[config.mk]
export PLATFORM = sky130hd
export DESIGN_NAME = ivec_ctrl
export DESIGN_NICKNAME = d
export VERILOG_FILES = /design/src/rtl/ivec_pkg.sv /design/src/rtl/ivec_ctl_reg.sv /design/src/rtl/ivec_arbiter.sv /design/src/rtl/ivec_addr_gen.sv /design/src/rtl/ivec_ctrl.sv
export SDC_FILE = /design/constraint.sdc
export NUM_CORES = 1
export LEC_CHECK = 0
export ABC_CLOCK_PERIOD_IN_PS = 5000
export BUFFER_PORTS_ARGS = -buffer_cell sky130_fd_sc_hd__buf_2
export CORE_MARGIN = 2
export CORE_UTILIZATION = 25
export CTS_BUF_LIST = sky130_fd_sc_hd__clkbuf_16
export DETAILED_ROUTE_END_ITERATION = 10
export PLACE_DENSITY = 0.52
export SETUP_SLACK_MARGIN = 0.05
export SLEW_MARGIN = 20
export SYNTH_ARGS = -nofsm -noshare
export SYNTH_HDL_FRONTEND = slang
export SYNTH_SLANG_ARGS = --single-unit
[constraint.sdc]
create_clock -name clk -period 5 [get_ports clk]
set_input_delay 1.5 -clock clk [delete_from_list [all_inputs] [get_ports clk]]
set_output_delay 1.5 -clock clk [all_outputs]
set_load 0.01 [all_outputs]
[src/rtl/ivec_pkg.sv]
// Package: shared constants for the relocatable interrupt vector controller.
// Assumes word addressing and two words per vector entry.
package ivec_pkg;
    localparam int unsigned IVEC_NUM_SRC   = 20;
    localparam int unsigned IVEC_ADDR_W    = 14;
    localparam int unsigned IVEC_WIN       = 4;
    localparam logic [13:0] IVEC_BOOT_BASE = 14'h3800;

    // Bit positions inside the control register.
    localparam int unsigned CTL_CEN_BIT  = 0;
    localparam int unsigned CTL_VSEL_BIT = 1;
    localparam int unsigned CTL_EXT_LSB  = 5;
endpackage

[src/rtl/ivec_ctl_reg.sv]
// Module: control register with the guarded vector-select bit.
// Holds the three enable bits, vector-select and change-enable. Produces the
// dispatch mask for the unlock window and the post-write hold.
// Assumes at most one register write per cycle.
module ivec_ctl_reg #(
    parameter int unsigned WIN = ivec_pkg::IVEC_WIN
) (
    input  logic       clk,
    input  logic       rst_n,
    input  logic       wr_en,
    input  logic [7:0] wr_data,
    input  logic       instr_done,
    output logic [7:0] rd_data,
    output logic [2:0] ext_en,
    output logic       vsel,
    output logic       mask
);
    import ivec_pkg::*;
    localparam int unsigned CNT_W = (WIN > 1) ? $clog2(WIN) : 1;

    logic             cen_q, vsel_q, hold_q;
    logic [2:0]       ext_q;
    logic [CNT_W-1:0] cnt_q;
    logic             wr_arm, wr_sel;

    // Decode the write kinds: arming write and accepted select write.
    assign wr_arm = wr_en &  wr_data[CTL_CEN_BIT];
    assign wr_sel = wr_en & ~wr_data[CTL_CEN_BIT] & cen_q;

    // Register state, unlock window countdown and post-write hold.
    always_ff @(posedge clk) begin
        if (!rst_n) begin
            cen_q  <= 1'b0;
            vsel_q <= 1'b0;
            hold_q <= 1'b0;
            ext_q  <= '0;
            cnt_q  <= '0;
        end else begin
            if (wr_en) ext_q <= wr_data[CTL_EXT_LSB +: 3];
            if (wr_arm) begin
                cen_q <= 1'b1;
                cnt_q <= CNT_W'(WIN - 1);
            end else if (wr_sel) begin
                cen_q  <= 1'b0;
                vsel_q <= wr_data[CTL_VSEL_BIT];
            end else if (cen_q) begin
                if (cnt_q == '0) cen_q <= 1'b0;
                else             cnt_q <= cnt_q - 1'b1;
            end
            if (wr_sel)          hold_q <= 1'b1;
            else if (instr_done) hold_q <= 1'b0;
        end
    end

    // Mask covers the arming edge, the open window and the hold.
    assign mask    = wr_arm | cen_q | hold_q;
    assign vsel    = vsel_q;
    assign ext_en  = ext_q;
    assign rd_data = {ext_q, 3'b000, vsel_q, cen_q};

    // Checker counter: cycles change-enable has been high since it was armed.
    logic [3:0] cen_age_q;
    always_ff @(posedge clk) begin
        if (!rst_n)           cen_age_q <= '0;
        else if (wr_arm)      cen_age_q <= '0;
        else if (cen_q)       cen_age_q <= cen_age_q + 1'b1;
        else                  cen_age_q <= '0;
    end

    // vector-select only moves after a cycle with change-enable set.
    assert_vsel_guarded_R6: assert property (@(posedge clk) disable iff (!rst_n)
        (vsel_q != $past(vsel_q)) |-> $past(cen_q));
    // change-enable never stays high past the window length.
    assert_cen_window_R7: assert property (@(posedge clk) disable iff (!rst_n)
        cen_q |-> (32'(cen_age_q) < WIN));
endmodule

[src/rtl/ivec_arbiter.sv]
// Module: fixed-priority arbiter, the lowest index wins.
// Purely combinational. Assumes the requests are already qualified by enable.
module ivec_arbiter #(
    parameter int unsigned N = ivec_pkg::IVEC_NUM_SRC
) (
    input  logic [N-1:0]         req,
    output logic [N-1:0]         grant,
    output logic [$clog2(N)-1:0] idx,
    output logic                 any
);
    localparam int unsigned IDX_W = $clog2(N);

    // One-hot grant: a request wins when no lower index requests.
    for (genvar i = 0; i < N; i++) begin : g_grant
        if (i == 0) begin : g_first
            assign grant[i] = req[i];
        end else begin : g_rest
            assign grant[i] = req[i] & ~(|req[i-1:0]);
        end
    end

    // Binary index of the winner, scanning downward so the lowest stays.
    always_comb begin
        idx = '0;
        for (int i = N - 1; i >= 0; i--) begin
            if (req[i]) idx = IDX_W'(i);
        end
    end

    assign any = |req;
endmodule

[src/rtl/ivec_addr_gen.sv]
// Module: reset and vector address generation.
// The table base follows vector-select. Reset follows the strap.
// Assumes two words per vector entry.
module ivec_addr_gen #(
    parameter int unsigned        N         = ivec_pkg::IVEC_NUM_SRC,
    parameter int unsigned        ADDR_W    = ivec_pkg::IVEC_ADDR_W,
    parameter logic [ADDR_W-1:0]  BOOT_BASE = ivec_pkg::IVEC_BOOT_BASE
) (
    input  logic                 boot_fuse_n,
    input  logic                 vsel,
    input  logic [$clog2(N)-1:0] idx,
    output logic [ADDR_W-1:0]    reset_addr,
    output logic [ADDR_W-1:0]    vec_addr
);
    localparam logic [ADDR_W-1:0] FIRST_VEC = ADDR_W'(2);
    logic [ADDR_W-1:0] base;

    // Reset target and table base selection.
    assign reset_addr = boot_fuse_n ? '0 : BOOT_BASE;
    assign base       = vsel ? (BOOT_BASE + FIRST_VEC) : FIRST_VEC;
    // Entry offset is twice the source index.
    assign vec_addr   = base + (ADDR_W'(idx) << 1);
endmodule

[src/rtl/ivec_ctrl.sv]
// Module: top of the relocatable interrupt vector controller.
// Qualifies the requests, arbitrates and registers a one-cycle dispatch.
// Assumes the source drops its request after the acknowledge; a held request
// is re-dispatched no sooner than two cycles later.
module ivec_ctrl #(
    parameter int unsigned       NUM_SRC   = ivec_pkg::IVEC_NUM_SRC,
    parameter int unsigned       ADDR_W    = ivec_pkg::IVEC_ADDR_W,
    parameter int unsigned       WIN       = ivec_pkg::IVEC_WIN,
    parameter logic [ADDR_W-1:0] BOOT_BASE = ivec_pkg::IVEC_BOOT_BASE
) (
    input  logic               clk,
    input  logic               rst_n,
    input  logic               boot_fuse_n,
    input  logic               wr_en,
    input  logic [7:0]         wr_data,
    output logic [7:0]         rd_data,
    output logic [2:0]         ext_en,
    input  logic               instr_done,
    input  logic               gie,
    input  logic [NUM_SRC-1:0] irq_pend,
    input  logic [NUM_SRC-1:0] irq_en,
    output logic [ADDR_W-1:0]  reset_addr,
    output logic [ADDR_W-1:0]  vec_addr,
    output logic               vec_valid,
    output logic [NUM_SRC-1:0] irq_ack
);
    localparam int unsigned IDX_W = $clog2(NUM_SRC);

    logic               vsel, mask, any, go;
    logic [NUM_SRC-1:0] req, grant;
    logic [IDX_W-1:0]   idx;
    logic [ADDR_W-1:0]  addr_next;

    ivec_ctl_reg #(.WIN(WIN)) u_reg (
        .clk(clk), .rst_n(rst_n), .wr_en(wr_en), .wr_data(wr_data),
        .instr_done(instr_done), .rd_data(rd_data), .ext_en(ext_en),
        .vsel(vsel), .mask(mask)
    );

    assign req = irq_pend & irq_en;

    ivec_arbiter #(.N(NUM_SRC)) u_arb (
        .req(req), .grant(grant), .idx(idx), .any(any)
    );

    ivec_addr_gen #(.N(NUM_SRC), .ADDR_W(ADDR_W), .BOOT_BASE(BOOT_BASE)) u_addr (
        .boot_fuse_n(boot_fuse_n), .vsel(vsel), .idx(idx),
        .reset_addr(reset_addr), .vec_addr(addr_next)
    );

    // Dispatch is allowed when enabled, unmasked, and not right after a dispatch.
    assign go = any & gie & ~mask & ~vec_valid;

    // Register the dispatch strobe, acknowledge and address.
    always_ff @(posedge clk) begin
        if (!rst_n) begin
            vec_valid <= 1'b0;
            irq_ack   <= '0;
            vec_addr  <= '0;
        end else begin
            vec_valid <= go;
            irq_ack   <= go ? grant : '0;
            if (go) vec_addr <= addr_next;
        end
    end

    // the acknowledge is one-hot or empty and tracks the strobe.
    assert_ack_onehot_R3: assert property (@(posedge clk) disable iff (!rst_n)
        $onehot0(irq_ack) && (vec_valid == (|irq_ack)));
    // the acknowledged source was enabled and pending.
    assert_ack_requested_R3: assert property (@(posedge clk) disable iff (!rst_n)
        vec_valid |-> ((irq_ack & $past(irq_pend & irq_en)) == irq_ack));
    // no dispatch with the global enable clear.
    assert_gie_blocks_R4: assert property (@(posedge clk) disable iff (!rst_n)
        !gie |=> !vec_valid);
    // no back-to-back strobes.
    assert_no_repeat_R4: assert property (@(posedge clk) disable iff (!rst_n)
        vec_valid |=> !vec_valid);
    // the unlock mask suppresses dispatch.
    assert_mask_blocks_R8: assert property (@(posedge clk) disable iff (!rst_n)
        mask |=> !vec_valid);
endmodule

Word level (Yosys, flattened, before mapping)
Cells that the tools add are included.
{"block": "classes", "add_sub_neg": 2, "multipliers": 0, "n_div": 0, "order_cmp": 0, "eq_ne": 2, "shifts": 0, "mux": 32, "n_bitwise": 51, "n_reduce_logical": 25}
{"op": "2-to-1 mux 5 bit", "count": 20}
{"op": "2-to-1 mux 14 bit", "count": 2}
{"op": "bitwise AND 1 bit", "count": 25}
{"op": "inverter 1 bit", "count": 23}
{"op": "bitwise AND 20 bit", "count": 1}
{"op": "OR reduction 20 bit", "count": 1}
{"op": "OR reduction 19 bit", "count": 1}
{"op": "OR reduction 18 bit", "count": 1}
{"op": "OR reduction 17 bit", "count": 1}
{"op": "OR reduction 16 bit", "count": 1}
{"op": "OR reduction 15 bit", "count": 1}
{"op": "adder 14 x 6 -> 14 bit", "count": 1}
{"op": "OR reduction 14 bit", "count": 1}
{"op": "OR reduction 13 bit", "count": 1}
{"op": "OR reduction 12 bit", "count": 1}
{"op": "OR reduction 11 bit", "count": 1}
{"op": "OR reduction 10 bit", "count": 1}
{"op": "OR reduction 9 bit", "count": 1}
{"op": "2-to-1 mux 2 bit", "count": 4}
{"op": "OR reduction 8 bit", "count": 1}
{"op": "OR reduction 7 bit", "count": 1}
{"op": "2-to-1 mux 1 bit", "count": 6}
{"op": "OR reduction 6 bit", "count": 1}
{"op": "OR reduction 5 bit", "count": 1}
{"op": "10 further kinds", "count": 14}
{"block": "word_totals", "reg_bits": 43, "latch_bits": 0, "ramBits": 0, "romBits": 0, "inputBits": 54, "out_inout_bits": 60, "elab_cells": 120, "mem_count": 0}

Logic depth before layout (Yosys ltp)
{"block": "depth", "word_depth": 22, "ltp_mapped": 8, "mapped_depth_nobuf": 8}

Cells and area by module
From an unflattened synthesis, not the netlist that was laid out.
{"block": "hier_totals", "cells_unflattened": 272, "hier_area_um2": 2402.3}
{"module": "ivec_ctrl", "instances": 1, "cells_each": 128, "area_per_inst_um2": 1301.2, "seq_area_each_um2": 700.7}
{"module": "ivec_arbiter", "instances": 1, "cells_each": 65, "area_per_inst_um2": 445.4, "seq_area_each_um2": 0.0}
{"module": "ivec_ctl_reg", "instances": 1, "cells_each": 47, "area_per_inst_um2": 425.4, "seq_area_each_um2": 160.2}
{"module": "ivec_addr_gen", "instances": 1, "cells_each": 32, "area_per_inst_um2": 230.2, "seq_area_each_um2": 0.0}

Worst setup path after synthesis
No wires, ideal clock.
{"block": "synth_path", "path_type": "input -> output", "from": "input boot_fuse_n", "to": "output reset_addr[12]", "t_arrival_ns": 1.739, "required_time_ns": 3.500, "setup_slack_ns": 1.761, "path_stages": 2, "n_path_buf": 1, "path_cell_list": "inv_1 > buf_4"}
{"block": "synth_via", "elab_chain_cells": 1}
{"element": "from (decl)", "line": "ivec_ctrl.sv:13", "source": "input logic boot_fuse_n,"}
{"element": "2-to-1 mux 14 bit", "line": "ivec_addr_gen.sv:19", "source": "assign reset_addr = boot_fuse_n ? '0 : BOOT_BASE;"}
{"element": "to (decl)", "line": "ivec_ctrl.sv:22", "source": "output logic [ADDR_W-1:0] reset_addr,"}
No other way between the ends.

Final worst setup path
{"block": "layout_path", "from": "input boot_fuse_n", "to": "output reset_addr[13]"}
The elaborated chain is that of the path after synthesis.

==> flow_summary_export.csv <==
group,metric,value,unit
outcome,status,"complete, no violations",
logic_synthesis,synthesis.area,1892,µm²
power_and_ir_drop,total_power,0.7654,mW
route,wl,4880,µm
cells_and_area,drive_above_1_share,36.45,%
clock_tree,root_buffer,"clkbuf_16",
logic_synthesis,async_reset_ff_share,0,%
route,drtIter0Drc,39,
clock_tree,cts_max_level,2,
clock_tree,clk_pin_slew,60,ps
logic_synthesis,ys_warn_count,0,
grt,grt_use_total,11.66,%
worst_setup_path,arrival,1780,ps
clock_tree,ctsResizeCount,0,
logic_synthesis,ys_seq_area_share,38.10,%
sta,fin_crit_sh,65.65,%
logic_synthesis,synth_top_area_share,38.10,%
placed_design,placed_area,2311,µm²
floorplanning,fp.dieW,90.99,µm
cells_and_area,fin_area,2475,µm²
grt,grt_pass1_vias,1635,
clock_tree,post_cts_buffers,0,
route,wl_per_cell,12.26,µm
sta,setup_viol,0,
run,cap_violations,0,
sta,timing.final.crit_period,3282,ps
logic_synthesis,synthCells,214,
grt,grt_max_degree,15,
floorplanning,die_area,8279,µm²
worst_setup_path,critPathLaunchType,"input port",
route,viasPerCell,4.394,
hold_path,hold_depth,2,
floorplanning,initial_core_util,25.94,%
sta,maxClockFrequency,304.7,MHz
route,ant_nets,0,
worst_setup_path,crit_fanout,3,
grt,grt_antenna_before_repair,0,
logic_synthesis,syn_avg_cell_area,8.840,µm²
worst_setup_path,reg2reg_depth,5,
grt,grt_pass1_wl,7714,µm
power_and_ir_drop,p_leak,1.180,nW
cells_and_area,layout.nets,354,
logic_synthesis,synth_commonest_cells,"36 x dfxtp_1, 28 x buf_4, 27 x nand2_1",
placed_design,place_hpwl,4029,µm
route,route.detailed.drc,0,
placed_design,gp_congestion,0.8207,
logic_synthesis,yosys.cell_count.top_type,"dfxtp_1",
logic_synthesis,synth_cell_types,41,
grt,overflow,0,
worst_setup_path,required,3500,ps
placed_design,portBuffers,91,
logic_synthesis,ys_ff_latch,36,
cells_and_area,fin_cells,398,
floorplanning,die_h,90.99,µm
worst_setup_path,startpoint,"boot_fuse_n",
logic_synthesis,synth_area_leaders,"dfxtp_1 38%, buf_4 11%, nand2_1 5.4%",
worst_setup_path,endpoint,"reset_addr[13]",
worst_setup_path,path_class,"in2out",
worst_setup_path,r2r_slack,2880,ps
route,vias,1749,
clock_tree,clock-sinks,36,
worst_setup_path,r2r_end,"irq_ack[5]$_SDFF_PN0_",
sta,timing.final.hold_violations,0,
sta,slew-limit-headroom,56.06,%
clock_tree,cts_max_path_buffers,2,
worst_setup_path,rr_startpoint,"u_reg.cen_q$_SDFF_PN0_",
cells_and_area,antenna_cells,0,
sta,grt_setup_unrepaired,"no",
logic_synthesis,synth_edf_count,0,
sta,slew_violations,0,
cells_and_area,final_util,33.94,%
sta,tns,0,ps
clock_tree,holdBufCountCts,0,
power_and_ir_drop,pwr_density_cell,309.3,nW/µm²
cells_and_area,syn_to_final_growth,30.82,%
clock_tree,cts_buffers,5,
hold_path,min_from,"vec_addr[6]$_SDFFE_PN0P_",
hold_path,worstHoldPathType,"reg2reg",
logic_synthesis,ys.flop_type,"dfxtp_1",
floorplanning,pin_count,114,
sta,skew,6.580,ps
floorplanning,core.rowCount,31,
clock_tree,cts_tree,"yes",
placed_design,dpl.cell_count,390,
clock_tree,clkLatencyLatePin,280,ps
worst_setup_path,cp-end-kind,"output port",
route,drt-pass1-iter-count,4,
floorplanning,core,7292,µm²
logic_synthesis,synth_top_area_cell,"dfxtp_1",
power_and_ir_drop,ir_worst_vdd,0.1485,mV
sta,worstMarginPinSlew,657.0,ps
==> cells in the final DEF (no fill, tap or decap), types with 2 or more instances in the layout <==
cell,netlist,final
nand3_1,10,10
nor3_1,7,7
nand2_1,27,27
nor2_1,17,17
a22oi_1,5,5
mux2i_1,5,5
a31oi_1,4,4
nand2b_1,2,2
buf_2,2,91
o21ai_1,3,3
a22o_1,10,10
dfxtp_1,36,36
nor3b_1,3,3
and2_1,3,3
o211ai_1,2,2
and3_1,2,2
nor4_2,2,2
o21ai_0,4,4
inv_1,5,6
nor4b_2,2,2
a21oi_1,7,7
clkbuf_16,0,5
ha_1,2,2
o2111ai_1,2,2
nor4b_1,4,4
nor4_4,2,2
a211oi_1,3,3
conb_1,1,19
==> how the worst min path moves through the flow <==
stage	to	slack, ps
2_1_floorplan	u_reg.cnt_q[0]$_SDFFE_PN0P_	440
3_3_place_gp	vec_addr[6]$_SDFFE_PN0P_	420
3_5_place_dp	vec_addr[6]$_SDFFE_PN0P_	420
4_1_cts	vec_addr[6]$_SDFFE_PN0P_	430
5_1_grt	vec_addr[6]$_SDFFE_PN0P_	470
6_report	vec_addr[6]$_SDFFE_PN0P_	430
==> power breakdown <==
part / internal (mW) / switching [mW] / total, mW
sequential: 0.295 / 0.00357 / 0.298
combinational: 0.0484 / 0.0731 / 0.122
clock: 0.232 / 0.114 / 0.346
total: 0.575 / 0.190 / 0.765
==> sequential cells by signal, summed over array words and instances, names as in the netlist <==
name	flops
u_reg.cnt_q	2
u_reg.ext_en	3
u_reg.vsel	1
vec_addr	7
irq_ack	20
vec_valid	1
u_reg.hold_q	1
u_reg.cen_q	1
==> kinds of logic after synthesis <==
logic type / count (synthesis) / share of synthesized area [%]
AND/OR/NAND/NOR: 87 / 27.05
other: 1 / 0.1982
adder cells (fa/ha/maj): 2 / 1.323
buffers and inverters: 38 / 13.23
flip-flops: 36 / 38.10
multiplexers: 5 / 2.646
AO/OA/AOI/OAI: 44 / 17.00
XOR/XNOR: 1 / 0.4630
==> cell type report <==
class	instances	area (µm²)
clock buffer	5	125.1
clock inverter	3	38.79
fill	794	4817
inverter	6	22.52
multi-input combinational	158	988.4
sequential	36	720.7
tap	99	123.9
timing repair buffer	91	455.4
==> worst max-delay path, stage by stage <==
cell and delay [ps]:
buf_2 90, inv_1 60, buf_2 130
==> stage by stage <==
step	setup slack, ps	hold slack, ps
5_1_grt	1492	471.9
2_1_floorplan	1761	436.7
4_1_cts	1714	430.8
3_5_place_dp	1487	421.6
3_3_place_gp	1491	416.8
6_report	1718	426.7
==> per-layer routing <==
layer / part of all wire, % / vias to the layer above / global-route usage (%) / routed length, µm
met5: 0 / - / 0 / 0
met4: 1.0 / 0 / 3.030 / 51
met3: 9.3 / 4 / 4.481 / 454
met2: 44 / 81 / 18.52 / 2149
met1: 46 / 777 / 14.79 / 2225
li1: - / 887 / - / -
(Power assumes the default switching activity.)
